File: src/rtl/kwdt_pkg.sv
package kwdt_pkg;
   typedef enum logic {
      KWDT_STOP  = 1'b0,
      KWDT_START = 1'b1
   } kwdt_cmd_e;
endpackage

File: src/rtl/kwdt_keygate.sv
module kwdt_keygate
   import kwdt_pkg::*;
#(
   parameter int KEY_W = 7
) (
   input  logic             clk,
   input  logic             rst_n,
   input  logic             wr_en,
   input  logic             wr_cmd,
   input  logic [KEY_W-1:0] wr_key,
   output logic             acc_start,
   output logic             acc_stop,
   output logic [KEY_W-1:0] key_q
);
   logic key_ok;

   // the only key that is accepted is the complement of the stored one
   assign key_ok    = wr_en && (wr_key == ~key_q);
   assign acc_start = key_ok && (kwdt_cmd_e'(wr_cmd) == KWDT_START);
   assign acc_stop  = key_ok && (kwdt_cmd_e'(wr_cmd) == KWDT_STOP);

   always_ff @(posedge clk) begin
      if (!rst_n) begin
         key_q <= '0;
      end else if (key_ok) begin
         key_q <= wr_key;
      end
   end
endmodule

File: src/rtl/kwdt_prescaler.sv
module kwdt_prescaler #(
   parameter int PRESCALE_W = 17
) (
   input  logic clk,
   input  logic rst_n,
   input  logic run,
   input  logic clr,
   output logic tick
);
   generate
      if (PRESCALE_W == 0) begin : g_direct
         // no division: every running cycle is a period end
         assign tick = run;
      end else begin : g_divide
         logic [PRESCALE_W-1:0] ps_q;

         assign tick = run && (&ps_q);

         always_ff @(posedge clk) begin
            if (!rst_n) begin
               ps_q <= '0;
            end else if (clr || !run) begin
               ps_q <= '0;
            end else begin
               ps_q <= ps_q + 1'b1;
            end
         end
      end
   endgenerate
endmodule

File: src/rtl/kwdt_counter.sv
module kwdt_counter #(
   parameter int CNT_W = 8
) (
   input  logic             clk,
   input  logic             rst_n,
   input  logic             acc_start,
   input  logic             acc_stop,
   input  logic [CNT_W-1:0] ld_val,
   input  logic             tick,
   output logic             run_q,
   output logic [CNT_W-1:0] cnt_q,
   output logic             nmi_q,
   output logic             bite_q
);
   localparam logic [CNT_W-1:0] ONE = CNT_W'(1);
   localparam logic [CNT_W-1:0] TWO = CNT_W'(2);

   always_ff @(posedge clk) begin
      if (!rst_n) begin
         cnt_q  <= '0;
         run_q  <= 1'b0;
         nmi_q  <= 1'b0;
         bite_q <= 1'b0;
      end else begin
         nmi_q <= 1'b0;
         if (acc_start) begin
            cnt_q <= ld_val;
            run_q <= 1'b1;
         end else if (acc_stop) begin
            run_q <= 1'b0;
         end else if (tick) begin
            if (cnt_q <= ONE) begin
               cnt_q  <= '0;
               bite_q <= 1'b1;
            end else begin
               cnt_q <= cnt_q - ONE;
               if (cnt_q == TWO) begin
                  nmi_q <= 1'b1;
               end
            end
         end
      end
   end
endmodule

File: src/rtl/kwdt_top.sv
module kwdt_top #(
   parameter int CNT_W      = 8,
   parameter int KEY_W      = 7,
   parameter int PRESCALE_W = 17
) (
   input  logic             clk,
   input  logic             rst_n,
   input  logic             wr_en,
   input  logic [CNT_W-1:0] wr_cnt,
   input  logic             wr_cmd,
   input  logic [KEY_W-1:0] wr_key,
   output logic             nmi_o,
   output logic             chip_rst_o
);
   generate
      if (CNT_W < 2) begin : g_bad_cnt
         $error("kwdt_top: CNT_W must be at least 2");
      end
      if (KEY_W < 1) begin : g_bad_key
         $error("kwdt_top: KEY_W must be at least 1");
      end
      if (PRESCALE_W < 0 || PRESCALE_W > 30) begin : g_bad_ps
         $error("kwdt_top: PRESCALE_W must lie in 0..30");
      end
   endgenerate

   logic             acc_start;
   logic             acc_stop;
   logic [KEY_W-1:0] key_q;
   logic             run_q;
   logic             tick;
   logic [CNT_W-1:0] cnt_q;

   kwdt_keygate #(.KEY_W(KEY_W)) u_key (
      .clk       (clk),
      .rst_n     (rst_n),
      .wr_en     (wr_en),
      .wr_cmd    (wr_cmd),
      .wr_key    (wr_key),
      .acc_start (acc_start),
      .acc_stop  (acc_stop),
      .key_q     (key_q)
   );

   kwdt_prescaler #(.PRESCALE_W(PRESCALE_W)) u_ps (
      .clk   (clk),
      .rst_n (rst_n),
      .run   (run_q),
      .clr   (acc_start),
      .tick  (tick)
   );

   kwdt_counter #(.CNT_W(CNT_W)) u_cnt (
      .clk       (clk),
      .rst_n     (rst_n),
      .acc_start (acc_start),
      .acc_stop  (acc_stop),
      .ld_val    (wr_cnt),
      .tick      (tick),
      .run_q     (run_q),
      .cnt_q     (cnt_q),
      .nmi_q     (nmi_o),
      .bite_q    (chip_rst_o)
   );
endmodule

File: config.mk
export PLATFORM = sky130hd
export DESIGN_NAME = kwdt_top
export DESIGN_NICKNAME = d
export VERILOG_FILES = /design/src/rtl/kwdt_pkg.sv /design/src/rtl/kwdt_keygate.sv /design/src/rtl/kwdt_prescaler.sv /design/src/rtl/kwdt_counter.sv /design/src/rtl/kwdt_top.sv
export SDC_FILE = /design/constraint.sdc
export NUM_CORES = 1
export LEC_CHECK = 0
export CAP_MARGIN = 20
export CORE_MARGIN = 2
export CORE_UTILIZATION = 54
export CTS_BUF_LIST = sky130_fd_sc_hd__clkbuf_16
export DETAILED_ROUTE_END_ITERATION = 16
export GPL_ROUTABILITY_DRIVEN = 0
export HOLD_SLACK_MARGIN = 0.05
export PLACE_DENSITY = 0.78
export SLEW_MARGIN = 20
export SYNTH_ARGS = -nofsm -noshare
export SYNTH_HDL_FRONTEND = slang
export SYNTH_SLANG_ARGS = --single-unit
File: constraint.sdc
create_clock -name clk -period 2.6 [get_ports clk]
set_input_delay 0.52 -clock clk [delete_from_list [all_inputs] [get_ports clk]]
set_output_delay 0.52 -clock clk [all_outputs]
set_load 0.01 [all_outputs]
### Yosys cells after proc, flatten, opt, wreduce, memory -nomap -nowiden

Index checks and enable logic that the tools add are counted.

* $add $sub $neg: 2
* magnitude comparators: 1
* equal/unequal tests: 3
* mux-type cells: 7
* bitwise gates (word level): 6
* reduce and logical (&&, ||, !) cells: 13

Operators with widths (number)
* $mux W8: 4
* $add A17 B1 Y17 const B: 1
* $reduce_and A17 Y1: 1
* $eq A8 B2 Y1 const B: 1
* $le A8 B1 Y1 const B: 1
* $sub A8 B1 Y8 const B: 1
* $eq A7 B7 Y1: 1
* $not A7 Y7: 1
* $not A1 Y1: 5
* $reduce_or A5 Y1: 1
* $logic_and A1 B1 Y1: 4
* $reduce_and A4 Y1: 1
* $reduce_bool A2 Y1: 2
* $mux W1: 3
* $ne A2 B1 Y1 const B: 1
* $reduce_and A2 Y1: 1
* $reduce_or A2 Y1: 1
* $logic_not A1 Y1: 1
* $logic_or A1 B1 Y1: 1

* register bits: 35
* input port bits: 19

### Longest topological paths before layout

* depth after elaboration: 6
* mapped depth: 10
* depth with buffers taken out: 10

### Cells and area by module

A second synthesis with hierarchy kept.

* cells, all modules: 197
* area, all modules: 1815.5 sq um

Modules (own cells, without submodules)
* kwdt_prescaler: times used 1, cells an instance 81, area an instance 768.2 sq um, sequential area each 340.3 sq um
* kwdt_counter: times used 1, cells an instance 75, area an instance 671.9 sq um, sequential area each 220.2 sq um
* kwdt_keygate: times used 1, cells an instance 41, area an instance 375.4 sq um, sequential area each 140.1 sq um

### Least setup slack after synthesis

Ideal clock, no wire load.

* path kind: register to register
* start point: register u_ps.g_divide.ps_q[0]
* end point: register u_cnt.cnt_q[3]
* arrival time: 2.231 ns
* slack: 0.284 ns
* cell stages (with the launch flop): 11
* buffers on the path: 0
* period minus slack after synthesis: 2.316 ns
* cell sequence: dfxtp_1 > ha_1 > nand2_1 > nor4_2 > and3_1 > ha_1 > nand2_1 > or4_1 > nor3_1 > a21oi_1 > a211oi_1

* cells in the longest elaborated chain, start to end: 4

RTL lines
* start, declared: line kwdt_prescaler.sv:15 `logic [PRESCALE_W-1:0] ps_q;`
* start signal, assigned: line kwdt_prescaler.sv:25 `ps_q <= ps_q + 1'b1;`
* $reduce_and A17 Y1: line kwdt_prescaler.sv:17 `assign tick = run && (&ps_q);`
* $logic_and A1 B1 Y1: line kwdt_prescaler.sv:17
* $reduce_bool A2 Y1 (no line)
* $reduce_and A2 Y1 (no line)
* end signal, assigned: line kwdt_counter.sv:27 `cnt_q <= ld_val;`
* end signal, assigned: line kwdt_counter.sv:36 `cnt_q <= cnt_q - ONE;`
* end, declared: line kwdt_counter.sv:11 `output logic [CNT_W-1:0] cnt_q,`

No other way between the ends.
A chain may end at the register's enable or synchronous reset.

### Worst setup path after layout

Same ends and word-level chain as after synthesis.

==> results.sh <==
export IMPL_async_flop_share_pct=0
export IMPL_critPathLaunchType="flop"
export IMPL_arrival_ps=2560
export IMPL_multi_input_area_um2=981
export IMPL_synth_edff_count=0
export IMPL_nets=260
export IMPL_drc_errors=0
export IMPL_vias_per_cell=5.60
export IMPL_cp_top_family="simple AND/OR/NAND/NOR gates"
export IMPL_cts_htree_levels=2
export IMPL_fin_skew_ps=6.93
export IMPL_synth_distinct_cells=39
export IMPL_synth_top_cell_by_area="dfxtp_1"
export IMPL_cts_tree="done"
export IMPL_grtUsageTotal_pct=25.5
export IMPL_syn_nets=229
export IMPL_crit_slowest_cell="or4_1"
export IMPL_worstMarginPinSlew_ps=414
export IMPL_cts_num_sinks=35
export IMPL_setup_violations=0
export IMPL_end_kind="flop"
export IMPL_synth_area_top_cells="dfxtp_1 41%, xor2_1 7.1%, nor2_1 6.1%"
export IMPL_grt_max_degree=18
export IMPL_peakVddDrop_mv=0.447
export IMPL_netlist_area_um2=1730
export IMPL_p_per_area_nw_per_um2=568
export IMPL_path_buf_inv=0
export IMPL_path_cells="ha_2 -> nand2_1 -> nor4_2 -> and3_1 -> ha_1 -> nand2_1 -> or4_1 -> nor3_1 -> a21oi_1 -> a211oi_1"
export IMPL_regArea_um2=701
export IMPL_cts_buffer_depth=2
export IMPL_drt_pass1_iter_count=4
export IMPL_pin_count=21
export IMPL_required_ps=2790
export IMPL_final_min_clock_period_ps=2380
export IMPL_io_buffers=20
export IMPL_fill_cells=239
export IMPL_maxCapViolations=0
export IMPL_synth_seq_cells=35
export IMPL_rsz0062_at_grt="no"
export IMPL_path_clk_slew_ps=50
export IMPL_die_w_um=60.5
export IMPL_relSlewSlack_pct=72.3
export IMPL_initial_utilization_pct=56.6
export IMPL_ys_flop_type="dfxtp_1"
export IMPL_max_freq_mhz=421
export IMPL_finalInstanceArea_um2=2190
export IMPL_seq_area_frac_synth_pct=40.6
export IMPL_cts_root_buf="clkbuf_16"
export IMPL_drt_wl_total_um=3980
export IMPL_clk_latency_ps=280
export IMPL_placed_area_um2=2020
export IMPL_status="complete, no violations"
export IMPL_leakage_uw=0.000793
export IMPL_numCtsBuffers=5
export IMPL_ys_warn_count=0
export IMPL_critical_path_max_stage_delay_ps=430
export IMPL_detail_route_antenna_nets=0
export IMPL_hold_viol=0
export IMPL_grt_pass1_vias=1611
export IMPL_antenna_found_initial=0
export IMPL_fp_dieH_um=60.5
export IMPL_grt_pass1_wl_um=6950
export IMPL_period_share_pct=91.3
export IMPL_ys_top_cells_by_count="35 x dfxtp_1, 28 x nor2_1, 26 x nand2_1"
export IMPL_synth_top_area_share_pct=40.6
export IMPL_vias=1568
export IMPL_hold_path_class="reg -> reg"
export IMPL_layout_drive_gt1_share_pct=9.75
export IMPL_hpwl_um=2870
export IMPL_drt_iter0_drc=130
export IMPL_yosysMostFrequentCell="dfxtp_1"
export IMPL_avgRoutedWirePerCell_um=14.2
export IMPL_finalSetupTns_ps=0
export IMPL_syn_inst=205
export IMPL_slew_viol_final=0
export IMPL_n_antenna_cell=0
export IMPL_crit_top_cell="nand2_1"
export IMPL_hold_buffers=0
export IMPL_core_area_um2=3050
export IMPL_avgSynthCellArea_um2=8.42
export IMPL_critPathKind="reg -> reg"
export IMPL_path_max_fanout=4
export IMPL_synthToLayoutAreaGrowth_pct=26.8
export IMPL_grt_overflow_total=0
export IMPL_row_count=20
export IMPL_die_area_um2=3670
per-stage QoR:
| step | total power, uW | hold WS, ps | worst slack (ps) | cells | utilization [%] |
|---|---|---|---|---|---|
| floorplan | 568 | 418 | 284 | 205 | - |
| global placement | 604 | 429 | 261 | 272 | 66.2 |
| finish | 1240 | 469 | 225 | 280 | 71.7 |
| detailed placement | 605 | 464 | 118 | 272 | 66.2 |
| global route | 1290 | 504 | 31.9 | 280 | 71.7 |
| CTS | 1250 | 472 | 94.0 | 279 | 71.4 |
placed cells by master (no fill, tap or decap), drive strengths merged, types with 2 or more instances in the layout:
| cell | synthesis | routed |
|---|---|---|
| dfxtp | 35 | 35 |
| nor2 | 29 | 29 |
| nand2 | 26 | 26 |
| clkdlybuf4s50 | 0 | 20 |
| nand3 | 14 | 14 |
| xor2 | 14 | 14 |
| a21oi | 11 | 11 |
| buf | 2 | 9 |
| inv | 7 | 8 |
| nor3 | 7 | 7 |
| xnor2 | 7 | 7 |
| a31oi | 5 | 5 |
| clkbuf | 3 | 5 |
| ha | 5 | 5 |
| nand4 | 4 | 4 |
| and3 | 4 | 4 |
| nor4 | 4 | 4 |
| o21ai | 3 | 3 |
| o221ai | 3 | 3 |
| or3 | 3 | 3 |
| and4 | 2 | 2 |
| nor2b | 2 | 2 |
| o31a | 2 | 2 |
| a211oi | 2 | 2 |
| nor4b | 2 | 2 |
report_power, final:
group / switching [uW] / internal, uW / total [uW]
registers: 0.644 / 537 / 538
logic: 23.9 / 32.9 / 56.8
clock network: 207 / 442 / 650
what timing repair did:
action,4_1_cts,5_1_grt
endpoints found under the setup margin,0,1
resized for setup,0,1
setup buffers,0,1
hold endpoints to repair,0,0
tightest hold or removal path, stage by stage (launching register included):
cell     delay, ps
dfxtp_1        310
nand2_1         50
a21oi_1         50
metal layers:
| metal | track usage (%) | vias to the layer above | share of wire (%) |
|---|---|---|---|
| met2 | 43.3 | 52 | 49 |
| li1 | - | 784 | - |
| met3 | 7.68 | 10 | 5.2 |
| met5 | 0 | - | 0 |
| met4 | 10.9 | 0 | 1.9 |
| met1 | 30.1 | 722 | 43 |
state kept, by name, summed over array words and instances, names as in the netlist:
signal and cells:
u_ps.g_divide.ps_q 17, u_cnt.run_q 1, u_cnt.nmi_q 1, u_key.key_q 7, u_cnt.cnt_q 8, u_cnt.bite_q 1
cell type report:
type	instances	share of cell area [%]
multi-input cells	158	44.8
flip-flops and latches	35	32.0
repair buffers	29	12.2
clock buffers	5	5.71
well taps	44	2.51
clock inverters	2	1.54
inverters	7	1.20
path summary, 6_finish.rpt:
| kind | startpoint | endpoint | slack (ps) | cells past startpoint |
|---|---|---|---|---|
| max | u_ps.g_divide.ps_q[0] | u_cnt.cnt_q[3] | 220 | 10 |
| min | u_key.key_q[0] | u_key.key_q[0] | 470 | 2 |
| max reg2reg | u_ps.g_divide.ps_q[0] | u_cnt.cnt_q[3] | 220 | 10 |
| min reg2reg | u_key.key_q[0] | u_key.key_q[0] | 470 | 2 |
kinds of logic after synthesis:
group,synth area share [%]
flops,40.6
mux,1.23
compound gates,12.0
fa+ha+maj,3.62
simple gates,29.2
buf+inv,2.75
xor+xnor,10.7
Power figures use the tool's default switching activity.
